===== config.mk =====
export PLATFORM = sky130hd
export DESIGN_NAME = dma_chan_seq
export DESIGN_NICKNAME = d
export VERILOG_FILES = /design/src/rtl/dma_seq_pkg.sv /design/src/rtl/dma_cfg_regs.sv /design/src/rtl/dma_addr_step.sv /design/src/rtl/dma_count.sv /design/src/rtl/dma_xfer_fsm.sv /design/src/rtl/dma_chan_seq.sv
export SDC_FILE = /design/constraint.sdc
export NUM_CORES = 1
export LEC_CHECK = 0
export BUFFER_PORTS_ARGS = -buffer_cell sky130_fd_sc_hd__buf_2
export CAP_MARGIN = 20
export CORE_MARGIN = 2
export CORE_UTILIZATION = 45
export DETAILED_ROUTE_END_ITERATION = 6
export GPL_TIMING_DRIVEN = 0
export PLACE_DENSITY_LB_ADDON = 0.25
export SYNTH_ARGS = -nofsm -noshare
export SYNTH_HDL_FRONTEND = slang
export SYNTH_HIERARCHICAL = 1
export SYNTH_SLANG_ARGS = --single-unit
export TNS_END_PERCENT = 30

===== constraint.sdc =====
create_clock -name clk -period 7.16 [get_ports clk]
set_input_delay 0.716 -clock clk [delete_from_list [all_inputs] [get_ports clk]]
set_output_delay 0.716 -clock clk [all_outputs]
set_load 0.02 [all_outputs]

===== src/rtl/dma_seq_pkg.sv =====
package dma_seq_pkg;

   localparam int unsigned UNIT_W = 16;

   localparam logic [2:0] OFS_CTRL = 3'd0;
   localparam logic [2:0] OFS_SRC  = 3'd1;
   localparam logic [2:0] OFS_DST  = 3'd2;
   localparam logic [2:0] OFS_CNT  = 3'd3;
   localparam logic [2:0] OFS_BLK  = 3'd4;

   typedef enum logic [1:0] {
      XM_SINGLE = 2'b00,
      XM_SUCC   = 2'b01,
      XM_BLOCK  = 2'b10,
      XM_RSVD   = 2'b11
   } xfer_mode_e;

   typedef enum logic [1:0] {
      ST_IDLE  = 2'd0,
      ST_READ  = 2'd1,
      ST_WRITE = 2'd2
   } seq_state_e;

   // bit 4 size, bits 3:2 mode, bit 1 dual, bit 0 enable
   typedef struct packed {
      logic       unit_half;
      xfer_mode_e mode;
      logic       dual;
      logic       en;
   } ctrl_t;

endpackage


===== src/rtl/dma_cfg_regs.sv =====
module dma_cfg_regs
   import dma_seq_pkg::*;
#(
   parameter int unsigned BW = 8
) (
   input  logic          clk,
   input  logic          rst_n,
   input  logic          wr_en,
   input  logic [2:0]    wr_addr,
   input  logic [31:0]   wr_data,
   input  logic          finish,
   output ctrl_t         ctrl,
   output logic [BW-1:0] blklen
);

   localparam int unsigned CTRL_W = $bits(ctrl_t);

   logic accept;
   assign accept = wr_en && !ctrl.en;

   always_ff @(posedge clk or negedge rst_n) begin
      if (!rst_n) begin
         ctrl   <= '0;
         blklen <= BW'(1);
      end else if (finish) begin
         ctrl.en <= 1'b0;
      end else if (accept) begin
         if (wr_addr == OFS_CTRL) ctrl   <= ctrl_t'(wr_data[CTRL_W-1:0]);
         if (wr_addr == OFS_BLK)  blklen <= wr_data[BW-1:0];
      end
   end

   // configuration frozen while the channel stays enabled
   p_locked_r7: assert property (@(posedge clk) disable iff (!rst_n)
      ctrl.en |=> ($stable(blklen) && $stable(ctrl.mode) &&
                   $stable(ctrl.unit_half) && $stable(ctrl.dual)));

endmodule


===== src/rtl/dma_addr_step.sv =====
module dma_addr_step #(
   parameter int unsigned AW = 32
) (
   input  logic          clk,
   input  logic          rst_n,
   input  logic [1:0]    load,
   input  logic [AW-1:0] load_val,
   input  logic          step,
   input  logic          half,
   output logic [AW-1:0] src_ptr,
   output logic [AW-1:0] dst_ptr
);

   localparam int unsigned NPTR = 2;

   logic [AW-1:0] ptr_q [NPTR];
   logic [AW-1:0] inc;

   assign inc = half ? AW'(2) : AW'(1);

   for (genvar g = 0; g < NPTR; g++) begin : g_ptr
      always_ff @(posedge clk or negedge rst_n) begin
         if (!rst_n)       ptr_q[g] <= '0;
         else if (load[g]) ptr_q[g] <= load_val;
         else if (step)    ptr_q[g] <= ptr_q[g] + inc;
      end

      // each finished unit moves the pointer by the unit size
      p_ptr_step_r6: assert property (@(posedge clk) disable iff (!rst_n)
         (step && !load[g]) |=> ptr_q[g] == $past(ptr_q[g]) + ($past(half) ? AW'(2) : AW'(1)));
   end

   assign src_ptr = ptr_q[0];
   assign dst_ptr = ptr_q[1];

endmodule


===== src/rtl/dma_count.sv =====
module dma_count #(
   parameter int unsigned CW = 16
) (
   input  logic          clk,
   input  logic          rst_n,
   input  logic          load,
   input  logic [CW-1:0] load_val,
   input  logic          dec,
   output logic [CW-1:0] cnt,
   output logic          cnt_zero,
   output logic          cnt_one
);

   always_ff @(posedge clk or negedge rst_n) begin
      if (!rst_n)    cnt <= '0;
      else if (load) cnt <= load_val;
      else if (dec)  cnt <= cnt - CW'(1);
   end

   assign cnt_zero = (cnt == '0);
   assign cnt_one  = (cnt == CW'(1));

   // the counter never wraps below zero
   p_no_underflow_r8: assert property (@(posedge clk) disable iff (!rst_n)
      dec |-> cnt != '0);

   // one decrement per accounted unit or block
   p_cnt_step_r2: assert property (@(posedge clk) disable iff (!rst_n)
      (dec && !load) |=> cnt == $past(cnt) - CW'(1));

endmodule


===== src/rtl/dma_xfer_fsm.sv =====
module dma_xfer_fsm
   import dma_seq_pkg::*;
#(
   parameter int unsigned BW = 8
) (
   input  logic              clk,
   input  logic              rst_n,
   input  logic              trig,
   input  ctrl_t             ctrl,
   input  logic [BW-1:0]     blklen,
   input  logic              cnt_zero,
   input  logic              cnt_one,
   input  logic              bus_ack,
   input  logic [UNIT_W-1:0] bus_rdata,
   output logic              bus_req,
   output logic              bus_we,
   output logic [UNIT_W-1:0] wdata,
   output logic              step,
   output logic              cnt_dec,
   output logic              finish,
   output logic              done
);

   seq_state_e        state, state_nx;
   logic [BW-1:0]     blk_left;
   logic              armed, start, unit_end, blk_last;
   logic              is_block, is_succ;

   assign is_block = (ctrl.mode == XM_BLOCK);
   assign is_succ  = (ctrl.mode == XM_SUCC);
   assign armed    = ctrl.en && ctrl.dual && !cnt_zero;
   assign start    = (state == ST_IDLE) && trig && armed;
   assign unit_end = (state == ST_WRITE) && bus_ack;
   assign blk_last = !is_block || (blk_left <= BW'(1));
   assign step     = unit_end;
   assign cnt_dec  = unit_end && blk_last;
   assign finish   = cnt_dec && cnt_one;
   assign bus_req  = (state != ST_IDLE);
   assign bus_we   = (state == ST_WRITE);

   always_comb begin
      state_nx = state;
      unique case (state)
         ST_IDLE:  if (start) state_nx = ST_READ;
         ST_READ:  if (bus_ack) state_nx = ST_WRITE;
         ST_WRITE: if (bus_ack) begin
            if (finish)                    state_nx = ST_IDLE;
            else if (is_block && !blk_last) state_nx = ST_READ;
            else if (is_succ)              state_nx = ST_READ;
            else                           state_nx = ST_IDLE;
         end
         default:  state_nx = ST_IDLE;
      endcase
   end

   always_ff @(posedge clk or negedge rst_n) begin
      if (!rst_n) begin
         state    <= ST_IDLE;
         blk_left <= '0;
         wdata    <= '0;
         done     <= 1'b0;
      end else begin
         state <= state_nx;
         done  <= finish;
         if (start)
            blk_left <= (blklen == '0) ? BW'(1) : blklen;
         else if (unit_end && !blk_last)
            blk_left <= blk_left - BW'(1);
         if ((state == ST_READ) && bus_ack)
            wdata <= ctrl.unit_half ? bus_rdata : {8'h00, bus_rdata[7:0]};
      end
   end

   // a pending bus cycle keeps its direction until acknowledged
   p_hold_r11: assert property (@(posedge clk) disable iff (!rst_n)
      (bus_req && !bus_ack) |=> (bus_req && $stable(bus_we)));

   // completion flag lasts one cycle
   p_done_pulse_r8: assert property (@(posedge clk) disable iff (!rst_n)
      done |=> !done);

   // an unarmed idle channel stays idle
   p_disarmed_r10: assert property (@(posedge clk) disable iff (!rst_n)
      (state == ST_IDLE && !armed) |=> state == ST_IDLE);

   // a running sequence is not restarted by a trigger
   p_busy_r9: assert property (@(posedge clk) disable iff (!rst_n)
      (state == ST_READ && !bus_ack) |=> state == ST_READ);

endmodule


===== src/rtl/dma_chan_seq.sv =====
module dma_chan_seq
   import dma_seq_pkg::*;
#(
   parameter int unsigned AW = 32,
   parameter int unsigned CW = 16,
   parameter int unsigned BW = 8
) (
   input  logic                clk,
   input  logic                rst_n,
   input  logic                reg_we,
   input  logic [2:0]          reg_addr,
   input  logic [31:0]         reg_wdata,
   output logic [31:0]         reg_rdata,
   input  logic                trig,
   output logic                bus_req,
   output logic                bus_we,
   output logic                bus_half,
   output logic [AW-1:0]       bus_addr,
   output logic [UNIT_W-1:0]   bus_wdata,
   input  logic [UNIT_W-1:0]   bus_rdata,
   input  logic                bus_ack,
   output logic                done
);

   if (AW < 2 || AW > 32) begin : g_bad_aw
      $error("AW must lie in 2..32");
   end
   if (CW < 1 || CW > 32) begin : g_bad_cw
      $error("CW must lie in 1..32");
   end
   if (BW < 1 || BW > 32) begin : g_bad_bw
      $error("BW must lie in 1..32");
   end

   ctrl_t          ctrl;
   logic [BW-1:0]  blklen;
   logic [AW-1:0]  src_ptr, dst_ptr;
   logic [CW-1:0]  cnt;
   logic           cnt_zero, cnt_one;
   logic           step, cnt_dec, finish;
   logic           accept;
   logic [1:0]     ptr_load;

   assign accept   = reg_we && !ctrl.en;
   assign ptr_load = {accept && (reg_addr == OFS_DST), accept && (reg_addr == OFS_SRC)};

   dma_cfg_regs #(.BW(BW)) u_regs (
      .clk     (clk),
      .rst_n   (rst_n),
      .wr_en   (reg_we),
      .wr_addr (reg_addr),
      .wr_data (reg_wdata),
      .finish  (finish),
      .ctrl    (ctrl),
      .blklen  (blklen)
   );

   dma_addr_step #(.AW(AW)) u_ptrs (
      .clk      (clk),
      .rst_n    (rst_n),
      .load     (ptr_load),
      .load_val (reg_wdata[AW-1:0]),
      .step     (step),
      .half     (ctrl.unit_half),
      .src_ptr  (src_ptr),
      .dst_ptr  (dst_ptr)
   );

   dma_count #(.CW(CW)) u_cnt (
      .clk      (clk),
      .rst_n    (rst_n),
      .load     (accept && (reg_addr == OFS_CNT)),
      .load_val (reg_wdata[CW-1:0]),
      .dec      (cnt_dec),
      .cnt      (cnt),
      .cnt_zero (cnt_zero),
      .cnt_one  (cnt_one)
   );

   dma_xfer_fsm #(.BW(BW)) u_fsm (
      .clk       (clk),
      .rst_n     (rst_n),
      .trig      (trig),
      .ctrl      (ctrl),
      .blklen    (blklen),
      .cnt_zero  (cnt_zero),
      .cnt_one   (cnt_one),
      .bus_ack   (bus_ack),
      .bus_rdata (bus_rdata),
      .bus_req   (bus_req),
      .bus_we    (bus_we),
      .wdata     (bus_wdata),
      .step      (step),
      .cnt_dec   (cnt_dec),
      .finish    (finish),
      .done      (done)
   );

   assign bus_addr = bus_we ? dst_ptr : src_ptr;
   assign bus_half = ctrl.unit_half;

   always_comb begin
      unique case (reg_addr)
         OFS_CTRL: reg_rdata = 32'(ctrl);
         OFS_SRC:  reg_rdata = 32'(src_ptr);
         OFS_DST:  reg_rdata = 32'(dst_ptr);
         OFS_CNT:  reg_rdata = 32'(cnt);
         OFS_BLK:  reg_rdata = 32'(blklen);
         default:  reg_rdata = '0;
      endcase
   end

   // completion and an enabled channel never coexist
   p_done_clears_en_r8: assert property (@(posedge clk) disable iff (!rst_n)
      done |-> !ctrl.en);

   // the address of a pending cycle does not move
   p_addr_hold_r11: assert property (@(posedge clk) disable iff (!rst_n)
      (bus_req && !bus_ack) |=> $stable(bus_addr));

endmodule


==> results.yml <==
synth:
  synth_warnings: 6
  synthesis.area_um2: 7843
  synth_area_leader_cell: "sky130_fd_sc_hd__dfrtp_1"
  synth-edff-count: 0
  synthTopCellsByCount: "sky130_fd_sc_hd__dfrtp_1 (119), sky130_fd_sc_hd__nand2_1 (89), sky130_fd_sc_hd__o21ai_0 (68)"
  seq_area_frac_synth_pct: 38.31
  synth_async_reset_ratio_pct: 100.0
  synth_area_leaders: "sky130_fd_sc_hd__dfrtp_1 (38%), sky130_fd_sc_hd__mux2_2 (7.5%), sky130_fd_sc_hd__o21ai_0 (4.3%)"
  postSynthCellCount: 851
  synth_cell_types: 71
  ys.flop_type: "sky130_fd_sc_hd__dfrtp_1"
  netlist.area_leader.share_pct: 37.97
  synth_area_per_cell_um2: 9.216
  synthesis.nets: 917
  yosysMostFrequentCell: "sky130_fd_sc_hd__dfrtp_1"
  synthesized_flop_and_latch_total: 120
pwr:
  peakVddDrop_uv: 190.0
  netSwitchingFraction_pct: 32.94
  fin_total_pwr_mw: 2.379
  power_report.internal_total_mw: 1.596
  leakagePower_nw: 4.156
  switching_power_uw: 783.8
  power-per-cell-area_nw_per_um2: 251.1
  clock_power_share_pct: 38.2
  pwr-share-comb_pct: 22.5
  power_frac_seq_pct: 39.3
timing:
  fin_worst_skew_ps: 11.67
  maxSlewHeadroom_pct: 27.97
  achievable-frequency_ghz: 0.3051
  final_layout_setup_total_negative_slack_ps: 0
  whs_ps: 216.4
  final_min_period_over_clock_period_pct: 45.77
  slew_at_the_pin_closest_to_its_max_slew_limit_ps: 1071
  slew_violations: 0
  period_needed_ps: 3277
  hold_viol_final: 0
  setup_ws_ps: 3883
  rsz0062_at_grt: "no"
  setup_viol_count_final: 0
layout:
  finalNetCount: 1076
  register_area_um2: 3004
  drive_gt1_share_pct: 26.49
  multi_input_comb_area_um2: 4518
  postLayoutCellArea_um2: 9474
  layout.core_utilization_pct: 55.16
  n_antenna_cell: 0
  area_growth_pct: 20.80
  fillers: 1605
  layoutNonFillerInstCount: 1248
drt:
  ant_nets: 0
  first_pass_iters: 5
  drc: 0
  post_drt_via_cell_ratio: 6.142
  postRouteWirelength_mm: 25.54
  detailroute.via_count: 7665
  detailedRoute.firstIterationViolations: 638
  post_drt_wl_per_cell_um: 20.46
global_route:
  initial_antenna_violation_count: 0
  gr-total-overflow: 0
  wire_length_of_the_first_global_routing_pass_mm: 40.05
  gr-usage-met3_pct: 6.040
  via_count_of_the_first_global_routing_pass: 7329
  globalRoute.busiestLayer: "met2"
  maximum_number_of_pins_on_one_net_before_global_route_repair: 79
  grt.met1_usage_pct: 38.60
  gr-usage-met2_pct: 43.50
  track_usage_pct: 28.22
worst_hold_path:
  min-delay-path-class: "in2async"
floorplan:
  die_area_um2: 18500
  num_io_pins: 140
  core_area_um2: 17180
  die-width_um: 136.0
  die_height_um: 136.0
  std_cell_rows: 48
  initial_utilization_pct: 45.66
setup_path:
  setup.reg_to_reg.worst_slack_ps: 3880
  crit_end_element: "flip-flop"
  timing.critical_path.from_type: "flip-flop"
  max_stage_delay_ps: 550
  critical_path.top_delay_family: "simple AND/OR/NAND/NOR gates"
  worst_r2r_endpoint: "u_ptrs/dst_ptr[22]$_DFFE_PN0P_"
  crit_path_max_fanout: 10
  timing_worst_setup_path_type: "reg2reg"
  cpMaxStageDelayCell: "sky130_fd_sc_hd__or3_1"
  arrival_ps: 3620
  crit_chain: "inv_1 -> ha_1 -> inv_1 -> fa_1 -> nand4b_1 -> or3_1 -> clkbuf_1 -> or3_1 -> a31oi_1"
  worst_r2r_startpoint: "u_regs/ctrl[4]$_DFFE_PN0P_"
  cp.required_ps: 7500
  worst-path-buf-inv: 3
  timing.reg2reg.worst_path_depth: 9
clock_tree:
  buffer_type_at_the_clock_tree_root: "sky130_fd_sc_hd__clkbuf_16"
  clock_path_buffers: 2
  clk_pin_slew_worst_paths_ps: 60
  clk_latency_ps: 430
  cts_resized: 0
  post-cts-setup-buffer-count: 0
  cts.sinks: 120
  cts-htree-levels: 4
  cts_made_buffers: 17
  clock_tree_from_tritoncts: "yes"
  ctsHoldBuffers: 0
place:
  routabilityCongestion: 0.9010
  total_instance_count_after_detailed_placement: 1216
  number_of_buffers_added_on_ports: 139
  dp_hpwl_mm: 18.38
  placement.setup.worst_slack_ps: 3691
  place_area_um2: 8853
status:
  outcome: "complete, no violations"
flow_run:
  cap_violations: 0
-- layer usage --
| metal | routed length, um | share of wire, % |
|---|---|---|
| met5 | 0 | 0 |
| met4 | 807 | 3.2 |
| met3 | 2129 | 8.3 |
| met2 | 11830 | 46 |
| met1 | 10770 | 42 |
-- placed cells by master (no fill, tap or decap), types with 5 or more instances in the layout --
cell type,n
sky130_fd_sc_hd__a21oi_1,5
sky130_fd_sc_hd__a221o_1,12
sky130_fd_sc_hd__a22o_1,17
sky130_fd_sc_hd__a22oi_1,12
sky130_fd_sc_hd__a31oi_1,29
sky130_fd_sc_hd__and3_1,10
sky130_fd_sc_hd__and4_1,9
sky130_fd_sc_hd__buf_2,146
sky130_fd_sc_hd__buf_6,5
sky130_fd_sc_hd__clkbuf_1,33
sky130_fd_sc_hd__clkbuf_16,17
sky130_fd_sc_hd__clkinv_2,5
sky130_fd_sc_hd__dfrtp_1,119
sky130_fd_sc_hd__ha_1,8
sky130_fd_sc_hd__inv_1,20
sky130_fd_sc_hd__mux2_1,6
sky130_fd_sc_hd__mux2_2,52
sky130_fd_sc_hd__mux2_4,8
sky130_fd_sc_hd__mux2i_1,7
sky130_fd_sc_hd__nand2_1,89
sky130_fd_sc_hd__nand3_1,43
sky130_fd_sc_hd__nand4_1,24
sky130_fd_sc_hd__nor2_1,61
sky130_fd_sc_hd__nor2b_1,10
sky130_fd_sc_hd__nor3_1,15
sky130_fd_sc_hd__nor3b_1,5
sky130_fd_sc_hd__nor4_1,13
sky130_fd_sc_hd__o211ai_1,9
sky130_fd_sc_hd__o21ai_0,68
sky130_fd_sc_hd__o31ai_1,19
sky130_fd_sc_hd__or3_1,12
sky130_fd_sc_hd__or4_1,26
sky130_fd_sc_hd__xnor2_1,22
sky130_fd_sc_hd__xor2_1,12
-- power groups by stage --
stage / Clock (mW) / Combinational [mW] / Sequential, mW
6_report: 0.910 / 0.534 / 0.935
5_1_grt: 0.949 / 0.589 / 0.948
4_1_cts: 0.920 / 0.531 / 0.932
3_5_place_dp: 0 / 0.526 / 0.942
3_3_place_gp: 0 / 0.514 / 0.938
2_1_floorplan: 0 / 0.352 / 0.904
-- state kept, by name (all words and copies together) (netlist names) --
signal / count
u_ptrs/dst_ptr: 32
u_fsm/state: 2
u_fsm/blk_left: 8
u_regs/ctrl: 5
u_fsm/wdata: 16
u_regs/blklen: 8
u_ptrs/src_ptr: 32
u_cnt/cnt: 16
u_fsm/done: 1
-- worst max-delay path by stage --
| stage | slack, ps | to | cells past startpoint | startpoint |
|---|---|---|---|---|
| floorplan | 4360 | u_ptrs/dst_ptr[28]$_DFFE_PN0P_ | 8 | u_regs/ctrl[4]$_DFFE_PN0P_ |
| global placement | 3690 | u_ptrs/dst_ptr[27]$_DFFE_PN0P_ | 9 | reg_addr[2] |
| detailed placement | 3690 | u_ptrs/dst_ptr[27]$_DFFE_PN0P_ | 9 | reg_addr[2] |
| CTS | 3920 | u_ptrs/dst_ptr[22]$_DFFE_PN0P_ | 9 | u_regs/ctrl[4]$_DFFE_PN0P_ |
| global route | 3710 | u_ptrs/dst_ptr[22]$_DFFE_PN0P_ | 9 | u_regs/ctrl[4]$_DFFE_PN0P_ |
| finish | 3880 | u_ptrs/dst_ptr[22]$_DFFE_PN0P_ | 9 | u_regs/ctrl[4]$_DFFE_PN0P_ |
-- cells by family (layout without fill, tap and decap cells) --
kind of cell | count (synthesis) | count (layout) | synth area share, %
adders and majority gates | 10 | 10 | 1.787
xor gates and xnor gates | 34 | 34 | 3.797
muxes | 73 | 73 | 10.75
AOI/OAI and AO/OA | 186 | 186 | 15.94
DFF | 120 | 120 | 38.31
and+or+nand+nor | 358 | 358 | 25.34
buffers and inverters | 70 | 242 | 4.084
-- final cells by class --
cell class,instances,area share [%]
buffer,48,2.509
clock buffer,19,4.675
clock inverter,13,1.875
inverter,22,0.8716
multi-input combinational,661,47.69
sequential,120,31.71
tap,225,2.971
timing repair buffer,140,7.699
Note: power is estimated with default switching activity, not from simulation.
